--- src/rtl/fsp_pkg.sv ---
package fsp_pkg;
  typedef enum logic [2:0] {
    ST_IDLE,
    ST_REQ,
    ST_WAIT,
    ST_VREQ,
    ST_VWAIT
  } fsp_state_e;
endpackage

--- src/rtl/fsp_timer.sv ---
module fsp_timer #(
  parameter int unsigned TW = 16
) (
  input  logic          clk_i,
  input  logic          rst_ni,
  input  logic          clear_i,
  input  logic          run_i,
  input  logic [TW-1:0] limit_i,
  output logic          expire_o
);
  logic [TW-1:0] cnt_q;

  always_ff @(posedge clk_i or negedge rst_ni) begin
    if (!rst_ni) begin
      cnt_q <= '0;
    end else if (clear_i) begin
      cnt_q <= '0;
    end else if (run_i && cnt_q != '1) begin
      cnt_q <= cnt_q + 1'b1;
    end
  end

  // busy cycle k sees cnt_q = k-1
  assign expire_o = run_i && (limit_i != '0) && (cnt_q == limit_i - 1'b1);
endmodule

--- src/rtl/fsp_decider.sv ---
module fsp_decider #(
  parameter int unsigned DW      = 8,
  parameter int unsigned POLL_B  = 7,
  parameter int unsigned TOGG_B  = 6
) (
  input  logic [DW-1:0] data_i,
  input  logic [DW-1:0] exp_i,
  input  logic          erase_i,
  input  logic          toggle_i,
  input  logic          prev_vld_i,
  input  logic          prev_bit_i,
  output logic          poll_done_o,
  output logic          diff_o
);
  logic bar_done;
  logic tog_done;

  assign bar_done    = erase_i ? data_i[POLL_B] : (data_i[POLL_B] == exp_i[POLL_B]);
  assign tog_done    = prev_vld_i && (data_i[TOGG_B] == prev_bit_i);
  assign poll_done_o = toggle_i ? tog_done : bar_done;
  assign diff_o      = (data_i != exp_i);
endmodule

--- src/rtl/flash_status_poller.sv ---
module flash_status_poller
  import fsp_pkg::*;
#(
  parameter int unsigned DW     = 8,
  parameter int unsigned TW     = 16,
  parameter int unsigned POLL_B = 7,
  parameter int unsigned TOGG_B = 6
) (
  input  logic          clk_i,
  input  logic          rst_ni,
  input  logic          start_i,
  input  logic          op_erase_i,
  input  logic          mode_toggle_i,
  input  logic [DW-1:0] exp_data_i,
  input  logic [TW-1:0] timeout_cycles_i,
  output logic          rd_req_o,
  input  logic          rd_valid_i,
  input  logic [DW-1:0] rd_data_i,
  output logic          busy_o,
  output logic          done_o,
  output logic          timeout_o,
  output logic          mismatch_o
);
  fsp_state_e    state_q, state_d;
  logic [DW-1:0] exp_q;
  logic [TW-1:0] lim_q;
  logic          erase_q, toggle_q;
  logic          prev_vld_q, prev_bit_q;
  logic          done_q, to_q, mis_q;

  logic accept, expire, poll_done, diff;
  logic finish, abort, set_mis, upd_prev;

  assign accept = (state_q == ST_IDLE) && start_i;

  fsp_timer #(.TW(TW)) i_timer (
    .clk_i    (clk_i),
    .rst_ni   (rst_ni),
    .clear_i  (accept),
    .run_i    (state_q != ST_IDLE),
    .limit_i  (lim_q),
    .expire_o (expire)
  );

  fsp_decider #(.DW(DW), .POLL_B(POLL_B), .TOGG_B(TOGG_B)) i_decider (
    .data_i      (rd_data_i),
    .exp_i       (exp_q),
    .erase_i     (erase_q),
    .toggle_i    (toggle_q),
    .prev_vld_i  (prev_vld_q),
    .prev_bit_i  (prev_bit_q),
    .poll_done_o (poll_done),
    .diff_o      (diff)
  );

  always_comb begin
    state_d  = state_q;
    finish   = 1'b0;
    set_mis  = 1'b0;
    upd_prev = 1'b0;
    unique case (state_q)
      ST_IDLE:  if (start_i) state_d = ST_REQ;
      ST_REQ:   state_d = ST_WAIT;
      ST_WAIT: begin
        if (rd_valid_i) begin
          if (poll_done && toggle_q) begin
            finish = 1'b1;
          end else if (poll_done) begin
            state_d = ST_VREQ;
          end else begin
            upd_prev = 1'b1;
            state_d  = ST_REQ;
          end
        end
      end
      ST_VREQ:  state_d = ST_VWAIT;
      ST_VWAIT: begin
        if (rd_valid_i) begin
          finish  = 1'b1;
          set_mis = diff;
        end
      end
      default:  state_d = ST_IDLE;
    endcase
    // completion beats an expiring limit in the same cycle
    abort = expire && !finish;
    if (finish || abort) state_d = ST_IDLE;
  end

  always_ff @(posedge clk_i or negedge rst_ni) begin
    if (!rst_ni) begin
      state_q    <= ST_IDLE;
      exp_q      <= '0;
      lim_q      <= '0;
      erase_q    <= 1'b0;
      toggle_q   <= 1'b0;
      prev_vld_q <= 1'b0;
      prev_bit_q <= 1'b0;
      done_q     <= 1'b0;
      to_q       <= 1'b0;
      mis_q      <= 1'b0;
    end else begin
      state_q <= state_d;
      done_q  <= finish;
      if (accept) begin
        exp_q      <= exp_data_i;
        lim_q      <= timeout_cycles_i;
        erase_q    <= op_erase_i;
        toggle_q   <= mode_toggle_i;
        prev_vld_q <= 1'b0;
        to_q       <= 1'b0;
        mis_q      <= 1'b0;
      end else begin
        if (upd_prev) begin
          prev_vld_q <= 1'b1;
          prev_bit_q <= rd_data_i[TOGG_B];
        end
        if (abort)   to_q  <= 1'b1;
        if (set_mis) mis_q <= 1'b1;
      end
    end
  end

  assign rd_req_o   = (state_q == ST_REQ) || (state_q == ST_VREQ);
  assign busy_o     = (state_q != ST_IDLE);
  assign done_o     = done_q;
  assign timeout_o  = to_q;
  assign mismatch_o = mis_q;
endmodule

--- config.mk ---
export PLATFORM = sky130hd
export DESIGN_NAME = flash_status_poller
export DESIGN_NICKNAME = d
export VERILOG_FILES = /design/src/rtl/fsp_pkg.sv /design/src/rtl/fsp_timer.sv /design/src/rtl/fsp_decider.sv /design/src/rtl/flash_status_poller.sv
export SDC_FILE = /design/constraint.sdc
export NUM_CORES = 1
export LEC_CHECK = 0
export BUFFER_PORTS_ARGS = -buffer_cell sky130_fd_sc_hd__buf_2
export CORE_ASPECT_RATIO = 1.1
export CORE_MARGIN = 5
export CORE_UTILIZATION = 48
export DETAILED_ROUTE_END_ITERATION = 10
export GPL_TIMING_DRIVEN = 1
export MAX_ROUTING_LAYER = met4
export PLACE_DENSITY = 0.8
export SLEW_MARGIN = 20
export SYNTH_ARGS = -nofsm -noshare
export SYNTH_HDL_FRONTEND = slang
export SYNTH_SLANG_ARGS = --single-unit
--- constraint.sdc ---
create_clock -name clk_i -period 5.4 [get_ports clk_i]
set_input_delay 0.27 -clock clk_i [delete_from_list [all_inputs] [get_ports clk_i]]
set_output_delay 0.27 -clock clk_i [all_outputs]
set_load 0.02 [all_outputs]
# Yosys cells after proc, flatten, opt, wreduce, memory -nomap -nowiden
# Index checks and enable logic that the tools add are counted.
# word_totals
inputBits,38
output_inout_bits,5
regBits,50
# op_classes
n_reduce_logical,19
bitwise,1
n_mux,26
n_addsub,2
eq_ne,13
# op_table
op,n
$mux 16,2
$mux 1,17
$add 16x1->16 const B,1
$eq 16x16->1,1
$ne 16x16->1 const B,1
$reduce_bool 16->1,1
$sub 16x1->16 const B,1
$pmux 3 s5,1
$mux 3,4
$ne 8x8->1,1
$reduce_bool 2->1,4
$logic_and 1x1->1,7
$eq 3x2->1 const B,2
$ne 3x3->1 const B,2
$reduce_and 4->1,1
$eq 3x1->1 const B,1
$eq 3x3->1 const B,1
$logic_not 3->1,1
$ne 3x2->1 const B,1
$reduce_bool 3->1,1
$eq 1x1->1,2
$logic_or 1x1->1,2
$mux 2,1
$ne 2x2->1 const B,1
4 further kinds,4

# Logic depth before layout (Yosys ltp)
# logic_depth
word_depth,12
depth_mapped,9
depth_no_buf,8

# Hierarchy
# From an unflattened synthesis, not the netlist that was laid out.
# hier_totals
hier_cells,280
hier_area_um2,2975.4
# by_module_without_submodules
mod,cells_per_inst,instances,seq_area_each_um2,area_per_inst_um2
fsp_timer,168,1,400.4,1431.4
flash_status_poller,96,1,850.8,1426.4
fsp_decider,16,1,0.0,117.6

# Worst setup path before layout
# OpenSTA, ideal clock, no wires.
# synth_path
path_kind,flip-flop to flip-flop
start,reg lim_q[0]
end,reg to_q (netlist: timeout_o)
arrival_ns,2.631
n_path_buf,1
path_stages_with_launch,10
required_ns,5.333
setup_slack_ns,2.703
cell_sequence,dfrtp_1 -> inv_1 -> ha_1 -> or4b_1 -> clkbuf_2 -> or4b_4 -> a211oi_2 -> o311ai_1 -> a2111oi_4 -> a22o_1
# synth_via
elab_chain_len,5
word_cells_on_any_way,7
# synth_lines
item,line,text
start: declaration,flash_status_poller.sv:26,logic [TW-1:0] lim_q;
start signal: assignment,flash_status_poller.sv:107,lim_q <= timeout_cycles_i;
$sub 16x1->16 / $reduce_bool 16->1 (equally long branches),fsp_timer.sv:24,assign expire_o = run_i && (limit_i != '0) && (cnt_q == limit_i - 1'b1);
$eq 16x16->1 / $logic_and 1x1->1 (equally long branches),fsp_timer.sv:24,
$logic_and 1x1->1 *,fsp_timer.sv:24,
$logic_and 1x1->1 *,flash_status_poller.sv:86,abort = expire && !finish;
$reduce_bool 2->1 (no line) *,-,
end signal: assignment,flash_status_poller.sv:100,to_q <= 1'b0;
end signal: assignment,flash_status_poller.sv:111,to_q <= 1'b0;
end signal: assignment,flash_status_poller.sv:118,if (abort) to_q <= 1'b1;
end: declaration,flash_status_poller.sv:29,"logic done_q, to_q, mis_q;"
# Every way passes the cells marked *; elsewhere a longest branch is shown, timed or not.
# A chain may end at the register's enable or synchronous reset.

# Worst setup path after layout
# layout_path
start,reg lim_q[0]
end,reg state_q[2]
# layout_via
elab_chain_len,7
word_cells_on_any_way,13
# layout_lines
item,line,text
$sub 16x1->16 / $reduce_bool 16->1 (equally long branches),fsp_timer.sv:24,
$eq 16x16->1 / $logic_and 1x1->1 (equally long branches),fsp_timer.sv:24,
$logic_and 1x1->1 *,fsp_timer.sv:24,
$logic_and 1x1->1 *,flash_status_poller.sv:86,
$logic_or 1x1->1 *,flash_status_poller.sv:87,if (finish || abort) state_d = ST_IDLE;
"$ne 3x3->1 (no line), or another cell as far along",-,
$reduce_and 4->1 (no line),-,
end signal: assignment,flash_status_poller.sv:103,state_q <= state_d;
end: declaration,flash_status_poller.sv:24,"fsp_state_e state_q, state_d;"
# Marked as above.

==> results.ini <==
[cells_and_area]
drive_above_1_share_pct = 15.90
design_area_sq_mm = 0.003268
layout.nets = 410
antenna_cells = 0
syn2layout_area_growth_pct = 14.26
n_fill_cell = 538
final_common_cell = nand2_1
final_cell_mix = nand2_1, dfrtp_1, buf_2

[global_route]
grt_usage_pct = 19.11
grt_pass1_vias = 2467
grt_pass1_wl_um = 11630
grt_start_max_net_pins = 51
antenna_found_initial = 0
grt-ovfl-total = 0

[sta]
grt_setup_unrepaired = no
fin_setup_tns_ns = 0
setup_viol = 0
skew_ns = 0.004535
fin_crit_sh_pct = 54.91
worst_pin_slew_ns = 0.6441
hold_viol_final = 28
finalWorstSetupSlack_ns = 2.435
period_minus_slack_ns = 2.965
drv_slew = 0
fin_hold_ws_ns = -0.02559
max_freq_ghz = 0.3373
slew_headroom_pct = 56.73

[logic_synthesis]
synth_top_family_by_area = simple AND/OR/NAND/NOR gates
syn_area_per_cell_sq_um = 8.564
synth_compound_area_share_pct = 10.76
synth_top_area_share_pct = 43.74
yosysSeqAreaShare_pct = 43.74
synth.area.top_cells = dfrtp_1, nand2_1, xor2_1, xnor2_1, nor2_1
synthesis.nets = 374
yosys_register_bits = 50
synth_simple_gate_area_share_pct = 31.28
synth_area_sq_mm = 0.002860
async_flop_share_pct = 100.0
synth_xor_area_share_pct = 8.880
synth_edf_count = 0
synthMuxAreaShare_pct = 1.794
synth_adder_area_share_pct = 0.8749
synth_cell_type_count = 50
netlist_instances = 334
ys.warnings.count = 0
ys.flop_type = dfrtp_1
synth_top_cell_by_area = dfrtp_1

[power_and_ir_drop]
p_sw_share_pct = 40.88
pwr-share-clk_pct = 20.1
ir_drop_mv = 0.2914
internal_power_mw = 0.9635
switchingPower_mw = 0.6663
pwr-share-comb_pct = 39.4
leakage_nw = 1.525
cellPowerDensity_mw_per_mm2 = 498.7
p_seq_share_pct = 40.5
total_power_mw = 1.630

[floorplan]
coreArea_sq_mm = 0.005769
fp.dieW_um = 83.60
start_util_pct = 49.58
fp.dieArea_sq_mm = 0.007604
io_pins = 43
die_y_um = 90.96
num_rows = 29

[route]
vias = 2510
firstDrtPassIters = 4
drt_iter0_markers = 95
final_antenna_net_count = 0
wl_per_cell_um = 15.20
via_per_inst = 5.603
drc_errors = 0
drt-total-wl_um = 6811

[flow_run]
max_cap_violations = 0

[clocking]
cts_tree = done
cts_made_buffers = 5
post-cts-setup-buffer-count = 0
h-tree-depth = 2
cts_resized = 0
clkLatencyLatePin_ns = 0.31
ctsLongestPathBuffers = 2
clock-sinks = 50
clkTransAtPathRegs_ns = 0.10
cts_hold_buf = 0
clockRootBuffer = clkbuf_8

[setup_path]
reg2reg_depth = 8
crit_end = state_q[2]
r2r-start = lim_q[0]
cp_max_fo = 7
startpoint = lim_q[0]
worst_ep_required_time_ns = 5.58
r2r_setup_slack_ns = 2.44
start_kind = register
cp-end-kind = register
crit_arrival_ns = 3.15
r2r_end = state_q[2]
critPathKind = reg -> reg

[place]
place_hpwl_um = 5042
pre_cts_slack_ns = 2.451
portBuffers = 42
gp_congestion = 0.8665
postPlaceCellArea_sq_mm = 0.003120

[outcome]
status = finished, violations left
violations = negative hold slack

[worst_hold_path]
worstHoldPathType = in -> async

-- cells in the mapped netlist (2+ instances only) --
library cell,instances
a21oi_1,5
a31oi_1,5
a32o_1,2
and2_1,3
and3_1,4
and4_1,2
and4b_1,2
clkbuf_1,13
dfrtp_1,50
ha_1,2
inv_1,5
mux2i_1,4
nand2_1,89
nand3_1,13
nand4_1,8
nor2_1,21
nor2b_1,7
nor3_1,14
nor4_1,7
nor4b_1,2
o21a_1,2
o21ai_0,13
o31ai_1,2
or2_2,2
or3_1,4
or4_1,2
xnor2_1,14
xor2_1,15
-- worst max-delay path, cell delays in order (launching register included) --
cell and delay [ns]:
dfrtp_1 0.44, inv_1 0.10, ha_1 0.21, or4b_1 0.59, or4b_4 0.57, a211oi_2 0.23
o311ai_1 0.18, a2111oi_4 0.41, nor2_1 0.11
-- flip-flops by register name, summed over array words and instances (netlist names) --
| signal | count |
|---|---|
| done_o | 1 |
| prev_vld_q | 1 |
| erase_q | 1 |
| i_timer.cnt_q | 16 |
| state_q | 3 |
| timeout_o | 1 |
| exp_q | 8 |
| toggle_q | 1 |
| prev_bit_q | 1 |
| lim_q | 16 |
| mismatch_o | 1 |
-- worst min-delay path by stage --
| stage | to | slack (ns) | cells after the start | startpoint |
|---|---|---|---|---|
| 2_1_floorplan | done_o | -0.03 | 0 | rst_ni |
| 3_3_place_gp | lim_q[6] | 0.46 | 3 | timeout_cycles_i[6] |
| 3_5_place_dp | exp_q[3] | 0.47 | 3 | exp_data_i[3] |
| 4_1_cts | exp_q[0] | 0.14 | 3 | exp_data_i[0] |
| 5_1_grt | i_timer.cnt_q[5] | 0.04 | 1 | rst_ni |
| 6_report | i_timer.cnt_q[9] | -0.03 | 1 | rst_ni |
-- cell families after synthesis --
kind of cell	after synthesis
compound gates	42
xor+xnor	29
fa+ha+maj	2
buf+inv	20
flops	50
mux	5
simple gates	186
-- power by group through the flow --
stage / clock network, mW / logic (mW) / registers [mW]
final: 0.328 / 0.641 / 0.660
after detailed placement: 0 / 0.644 / 0.665
after floorplan: 0 / 0.519 / 0.608
after global placement: 0 / 0.633 / 0.658
after global routing: 0.349 / 0.728 / 0.683
after CTS: 0.336 / 0.649 / 0.659
-- through the flow --
step	utilization [%]	std cells
floorplan	-	334
global placement	54.09	440
detailed placement	54.09	440
CTS	56.56	448
global route	56.65	448
finish	56.65	448
-- area by class of cell --
type / count / area, sq um / area share, %
multi-input combinational: 264 / 1535 / 46.98
tap: 77 / 96.34 / 2.948
clock buffer: 6 / 82.58 / 2.527
clock inverter: 2 / 60.06 / 1.838
timing repair buffer: 43 / 220.2 / 6.738
inverter: 6 / 22.52 / 0.6891
sequential: 50 / 1251 / 38.28
-- metal layers --
layer  share of wire (%)  global-route usage [%]  vias up  wire length (um)
met5                   0                       -        -                 0
met3                 5.6                   2.986       13               382
met4                 2.2                   7.909        0               153
li1                    -                       -     1231                 -
met2                  49                   31.76       81              3328
met1                  43                   23.18     1185              2947
(Power assumes the default switching activity.)
